### config.mk
export PLATFORM = sky130hd
export DESIGN_NAME = pid_relocator
export DESIGN_NICKNAME = d
export VERILOG_FILES = /design/src/rtl/pid_reloc_pkg.sv /design/src/rtl/pid_access_ctrl.sv /design/src/rtl/pid_bank_file.sv /design/src/rtl/pid_va_remap.sv /design/src/rtl/pid_relocator.sv
export SDC_FILE = /design/constraint.sdc
export NUM_CORES = 1
export LEC_CHECK = 0
export ABC_CLOCK_PERIOD_IN_PS = 2100
export BUFFER_PORTS_ARGS = -buffer_cell sky130_fd_sc_hd__buf_2
export CAP_MARGIN = 10
export CORE_ASPECT_RATIO = 1.5
export CORE_UTILIZATION = 37
export CTS_CLUSTER_DIAMETER = 200
export DETAILED_ROUTE_END_ITERATION = 7
export PLACE_DENSITY = 0.83
export SETUP_SLACK_MARGIN = 0.4
export SLEW_MARGIN = 20
export SYNTH_ARGS = -nofsm -noshare
export SYNTH_HDL_FRONTEND = slang
export SYNTH_SLANG_ARGS = --single-unit
export TNS_END_PERCENT = 20
### constraint.sdc
create_clock -name clk -period 2.1 [get_ports clk]
set_input_delay 0.21 -clock clk [delete_from_list [all_inputs] [get_ports clk]]
set_output_delay 0.21 -clock clk [all_outputs]
set_load 0.005 [all_outputs]
### src/rtl/pid_reloc_pkg.sv
package pid_reloc_pkg;
  localparam int NUM_BANKS = 2;
  localparam logic BANK_NS = 1'b0;
  localparam logic BANK_S  = 1'b1;

  typedef struct packed {
    logic rd_ok;
    logic wr_ok;
    logic undef;
  } acc_dec_t;
endpackage

### src/rtl/pid_access_ctrl.sv
module pid_access_ctrl
  import pid_reloc_pkg::*;
(
  input  logic     clk,
  input  logic     rst,
  input  logic     rd,
  input  logic     wr,
  input  logic     secure,
  input  logic     priv,
  input  logic     lock,
  output acc_dec_t dec
);
  logic wr_blocked;

  always_comb begin
    wr_blocked = secure & lock;
    dec.rd_ok  = rd & priv;
    dec.wr_ok  = wr & priv & ~wr_blocked;
    dec.undef  = ((rd | wr) & ~priv) | (wr & priv & wr_blocked);
  end

  // a locked secure write is never accepted
  p_locked_secure_wr_r5: assert property (@(posedge clk) disable iff (rst)
    (wr && secure && lock) |-> !dec.wr_ok);
  // no refusal without a strobe
  p_undef_needs_strobe_r11: assert property (@(posedge clk) disable iff (rst)
    dec.undef |-> (rd || wr));
  // refused and accepted writes are exclusive
  p_undef_excl_wr_r4: assert property (@(posedge clk) disable iff (rst)
    !(dec.undef && dec.wr_ok));
endmodule

### src/rtl/pid_bank_file.sv
module pid_bank_file
  import pid_reloc_pkg::*;
#(
  parameter int ID_W = 7
) (
  input  logic            clk,
  input  logic            rst,
  input  logic            wr_en,
  input  logic            wr_sel,
  input  logic [ID_W-1:0] wr_id,
  input  logic            rd_sel,
  output logic [ID_W-1:0] rd_id,
  input  logic            va_sel,
  output logic [ID_W-1:0] va_id,
  output logic            flush_q
);
  logic [ID_W-1:0] id_q [NUM_BANKS];

  for (genvar b = 0; b < NUM_BANKS; b++) begin : g_bank
    always_ff @(posedge clk) begin
      if (rst) id_q[b] <= '0;
      else if (wr_en && (wr_sel == b[0])) id_q[b] <= wr_id;
    end

    // a copy changes only through an accepted write aimed at it
    p_hold_r4: assert property (@(posedge clk) disable iff (rst)
      !(wr_en && (wr_sel == b[0])) |=> $stable(id_q[b]));
  end

  always_ff @(posedge clk) begin
    if (rst) flush_q <= 1'b0;
    else     flush_q <= wr_en;
  end

  assign rd_id = id_q[rd_sel];
  assign va_id = id_q[va_sel];

  // flush follows an accepted write by one cycle
  p_flush_after_wr_r9: assert property (@(posedge clk) disable iff (rst)
    wr_en |=> flush_q);
endmodule

### src/rtl/pid_va_remap.sv
module pid_va_remap #(
  parameter int ADDR_W = 32,
  parameter int ID_W   = 7
) (
  input  logic [ADDR_W-1:0] va,
  input  logic [ID_W-1:0]   id,
  output logic [ADDR_W-1:0] mva
);
  localparam int LSB = ADDR_W - ID_W;

  logic in_window;

  always_comb begin
    in_window = (va[ADDR_W-1:LSB] == '0);
    mva       = in_window ? {id, va[LSB-1:0]} : va;
  end

  // the offset inside the window never changes
  always_comb begin
    p_low_bits_kept_r7: assert (mva[LSB-1:0] == va[LSB-1:0]);
  end
endmodule

### src/rtl/pid_relocator.sv
module pid_relocator
  import pid_reloc_pkg::*;
#(
  parameter int ADDR_W = 32,
  parameter int ID_W   = 7
) (
  input  logic              clk,
  input  logic              rst,
  input  logic              reg_rd,
  input  logic              reg_wr,
  input  logic [ADDR_W-1:0] reg_wdata,
  input  logic              reg_secure,
  input  logic              reg_priv,
  input  logic              sec_wr_lock,
  output logic [ADDR_W-1:0] reg_rdata,
  output logic              undef_pulse,
  output logic              flush_req,
  input  logic [ADDR_W-1:0] va_in,
  input  logic              va_secure,
  output logic [ADDR_W-1:0] mva_out
);
  localparam int LSB = ADDR_W - ID_W;

  acc_dec_t        dec;
  logic [ID_W-1:0] rd_id;
  logic [ID_W-1:0] va_id;
  logic            unused_wlow;

  assign unused_wlow = ^reg_wdata[LSB-1:0];

  pid_access_ctrl u_acc (
    .clk(clk), .rst(rst), .rd(reg_rd), .wr(reg_wr), .secure(reg_secure),
    .priv(reg_priv), .lock(sec_wr_lock), .dec(dec)
  );

  pid_bank_file #(.ID_W(ID_W)) u_banks (
    .clk(clk), .rst(rst), .wr_en(dec.wr_ok), .wr_sel(reg_secure),
    .wr_id(reg_wdata[ADDR_W-1:LSB]), .rd_sel(reg_secure), .rd_id(rd_id),
    .va_sel(va_secure), .va_id(va_id), .flush_q(flush_req)
  );

  pid_va_remap #(.ADDR_W(ADDR_W), .ID_W(ID_W)) u_remap (
    .va(va_in), .id(va_id), .mva(mva_out)
  );

  assign reg_rdata   = dec.rd_ok ? {rd_id, {LSB{1'b0}}} : '0;
  assign undef_pulse = dec.undef;

  // a refused access never leads to a flush
  p_no_flush_after_undef_r9: assert property (@(posedge clk) disable iff (rst)
    (undef_pulse && !reg_rd) |=> !flush_req);
  // addresses above the window are untouched
  p_high_passthru_r8: assert property (@(posedge clk) disable iff (rst)
    (va_in[ADDR_W-1:LSB] != '0) |-> (mva_out == va_in));
  // reserved read bits are zero
  p_rd_low_zero_r1: assert property (@(posedge clk) disable iff (rst)
    reg_rdata[LSB-1:0] == '0);
endmodule

Yosys cells after proc, flatten, opt, wreduce, memory -nomap -nowiden
Memory sizes are Yosys's and may differ from the RTL's.
Cells that the tools add are included.
{"block": "word_totals", "ff_bits": 1, "ramBits": 14, "memories": 1, "output_inout_bits": 66, "inputBits": 72, "wordCells": 30}
{"block": "op_classes", "muxes": 12, "bitwise": 13, "reduce_logical": 3}
{"memory": "u_banks.id_q", "words": 2, "width": 7, "rd": 2, "rd_ports_with_merged_regs": 0, "wr": 2, "line_no": "pid_bank_file.sv:17", "text": "logic [ID_W-1:0] id_q [NUM_BANKS];"}
{"cell": "2-to-1 mux 32 bit", "n": 2}
{"cell": "2-to-1 mux 7 bit", "n": 2}
{"cell": "2-to-1 mux 1 bit", "n": 8}
{"cell": "zero test 7 bit", "n": 1}
{"cell": "bitwise AND 1 bit", "n": 6}
{"cell": "OR 1 bit", "n": 4}
{"cell": "NOT 1 bit", "n": 3}
{"cell": "logical AND 1 bit", "n": 2}

Longest topological paths before layout
{"block": "depth", "depth_word": 8, "depth_mapped": 4, "mapped_depth_nobuf": 2}

Cells and area by module
From an unflattened synthesis, not the netlist that was laid out.
{"block": "unflattened", "cells_unflattened": 139, "hier_area_um2": 1382.6}
{"module": "pid_bank_file", "area_each_um2": 803.3, "n_inst": 1, "cells_each": 58, "seq_area_each_um2": 440.4}
{"module": "pid_va_remap", "area_each_um2": 311.5, "n_inst": 1, "cells_each": 43, "seq_area_each_um2": 0.0}
{"module": "pid_relocator", "area_each_um2": 235.2, "n_inst": 1, "cells_each": 33, "seq_area_each_um2": 0.0}
{"module": "pid_access_ctrl", "area_each_um2": 32.5, "n_inst": 1, "cells_each": 5, "seq_area_each_um2": 0.0}

Least setup slack after synthesis
OpenSTA, ideal clock, no wires.
{"block": "synth_path", "path_type": "input -> register", "start": "in reg_secure", "end": "mem u_banks.id_q[1][0] (enable)", "path_slack_ps": 673, "n_path_buf": 2, "setup_time_ps": 371, "required_ps": 1729, "t_arrival_ps": 1056, "path_stages": 4, "cell_sequence": "buf_2 nand2b_1 clkbuf_1 o21bai_1"}
{"item": "start, declared", "line_no": "pid_relocator.sv:12", "text": "input logic reg_secure,"}
{"item": "end, declared", "line_no": "pid_bank_file.sv:17"}

Final worst setup path
{"block": "layout_path", "start": "in va_in[28]", "end": "out mva_out[25]"}
{"block": "layout_via", "elab_chain_cells": 2}
{"item": "start, declared", "line_no": "pid_relocator.sv:18", "text": "input logic [ADDR_W-1:0] va_in,"}
{"item": "zero test 7 bit", "line_no": "pid_va_remap.sv:14", "text": "in_window = (va[ADDR_W-1:LSB] == '0);"}
{"item": "2-to-1 mux 32 bit", "line_no": "pid_va_remap.sv:15", "text": "mva = in_window ? {id, va[LSB-1:0]} : va;"}
{"item": "end, declared", "line_no": "pid_relocator.sv:20", "text": "output logic [ADDR_W-1:0] mva_out"}
Every way passes these cells.

==> results.sh <==
export IMPL_ys_seq_area_share_pct=35.0
export IMPL_netlist_top_cell_by_area="edfxtp_1"
export IMPL_rsz0062_at_grt="no"
export IMPL_firstDrtPassIters=4
export IMPL_clock_root_buffer="clkbuf_8"
export IMPL_synthArstFlopShare_pct=0
export IMPL_dp_cells=186
export IMPL_drv_cap=0
export IMPL_worst_setup_path_end_kind="output port"
export IMPL_rows=25
export IMPL_crit_arrival_ps=1360
export IMPL_syn_avg_cell_area_um2=8.93
export IMPL_fmaxAchievable_mhz=637
export IMPL_ant_nets=0
export IMPL_synthCells=141
export IMPL_cp_start_kind="primary input"
export IMPL_p_per_area_nw_per_um2=573
export IMPL_final_cell_mix="buf_2, conb_1"
export IMPL_cts_sinks=15
export IMPL_synth_cell_types=20
export IMPL_hold_class="in2reg"
export IMPL_routed_wl_um=2170
export IMPL_num_vias=811
export IMPL_fin_tns_setup_ps=0
export IMPL_synth_top_area_share_pct=33.4
export IMPL_worst_pin_slew_ps=673
export IMPL_die_y_um=73.4
export IMPL_setup_viol=0
export IMPL_grt_first_pass_wirelength_um=3290
export IMPL_final_cells=190
export IMPL_dp_hpwl_um=1790
export IMPL_fin_nets=223
export IMPL_ys_warn_count=0
export IMPL_grt_max_degree=19
export IMPL_max_slew_margin_rel_pct=55.0
export IMPL_synthTopCellsByArea="edfxtp_1, buf_4, mux2i_1"
export IMPL_fin_crit_sh_pct=74.7
export IMPL_maxSlewViolCount=0
export IMPL_ys_seq_elements=15
export IMPL_post_drt_wl_per_cell_um=11.4
export IMPL_diodes=0
export IMPL_cts_max_level=1
export IMPL_final_util_pct=38.7
export IMPL_antenna_found_initial=0
export IMPL_drc_errors=0
export IMPL_grt_pass1_vias=734
export IMPL_holdWs_ps=160
export IMPL_critPathKind="in2out"
export IMPL_tritoncts="yes"
export IMPL_outcome="complete, no violations"
export IMPL_post_cts_buffers=0
export IMPL_hold_buffers=0
export IMPL_dieWidth_um=49.6
export IMPL_netlist_area_um2=1260
export IMPL_mostFrequentLayoutCell="buf_2"
export IMPL_area_growth_syn_to_layout_pct=-1.79
export IMPL_vias_per_cell=4.27
export IMPL_drt_iter0_drc=15
export IMPL_drive_gt1_share_pct=28.0
export IMPL_coreArea_um2=3190
export IMPL_required_ps=1890
export IMPL_ir_worst_vdd_v=0.000240
export IMPL_grt_ovfl_total=0
export IMPL_portBuffers=37
export IMPL_cts_buffers=3
export IMPL_die_area_um2=3640
export IMPL_clk_pin_slew_ps=60
export IMPL_gp_congestion=0.635
export IMPL_hold_viol=0
export IMPL_synth_edf_count=14
export IMPL_ys_flop_type="edfxtp_1"
export IMPL_clk_path_buf_depth=2
export IMPL_initial_core_util_pct=39.5
export IMPL_grt_usage_pct=12.3
export IMPL_worstPathMaxFanout=7
export IMPL_power_leakage_nw=0.619
export IMPL_min_period_ps=1570
export IMPL_ioPinCount=138
## sequential cells by signal, indices dropped and copies added, names as in the netlist
register / cells
u_banks.id_q: 14
u_banks.flush_q: 1
## layout make-up
| cell class | count | area, um^2 |
|---|---|---|
| Fill cell | 356 | 1950 |
| Multi-Input combinational cell | 79 | 455 |
| Sequential cell | 15 | 440 |
| Timing Repair Buffer | 38 | 193 |
| Inverter | 14 | 52.6 |
| Tap cell | 40 | 50.0 |
| Clock buffer | 4 | 45.0 |
## synthesized netlist by cell type (2+ instances only)
cell type,n
inv_1,14
o21bai_1,2
nor2_1,8
clkbuf_1,5
buf_4,50
nor3_1,14
buf_2,2
o31ai_1,7
edfxtp_1,14
nand2_1,2
mux2i_1,14
## through the flow
stage / worst slack (ps) / area [um^2] / total power, mW
6_report: 530 / 1240 / 0.709
5_1_grt: 493 / 1240 / 0.742
4_1_cts: 457 / 1230 / 0.708
2_1_floorplan: 673 / 1350 / 0.507
3_3_place_gp: 529 / 1190 / 0.479
3_5_place_dp: 460 / 1190 / 0.485
## final timing paths
| path | from | endpoint | slack [ps] | cells after the start |
|---|---|---|---|---|
| max | va_in[28] | mva_out[25] | 530 | 4 |
| min | sec_wr_lock | u_banks.flush_q | 160 | 2 |
## worst max-delay path, stage by stage
cell     delay [ps]
buf_2           110
or4_4           580
o31ai_1         300
buf_2           170
## kinds of logic (layout without fill, tap and decap cells)
| family | after synthesis | count (layout) | synth area share [%] |
|---|---|---|---|
| buffers and inverters | 71 | 56 | 36.3 |
| AO/OA/AOI/OAI | 11 | 11 | 6.16 |
| multiplexers | 14 | 14 | 11.1 |
| flip-flops | 15 | 15 | 35.0 |
| AND/OR/NAND/NOR | 29 | 29 | 11.1 |
| other | 1 | 25 | 0.298 |
## per-layer routing
metal  up-vias  wire (um)  GRT usage [%]  part of all wire [%]
met5         -          0              0                     0
met3         3        281           5.18                    13
li1        412          -              -                     -
met1       346        721           10.8                    33
met2        50       1130           22.1                    52
met4         0         34           9.21                   1.6
## power breakdown
| group | switching (mW) | leakage, nW | internal, mW | total [mW] |
|---|---|---|---|---|
| combinational | 0.0699 | 0.451 | 0.0512 | 0.121 |
| sequential | 0.00996 | 0.145 | 0.348 | 0.358 |
| clock | 0.0951 | 0.0228 | 0.134 | 0.230 |
## timing repair
action	CTS	global route
hold endpoints to repair	0	0
resized for setup	0	1
setup endpoints to repair	0	1
No activity file was read; power rests on OpenSTA's default activity.
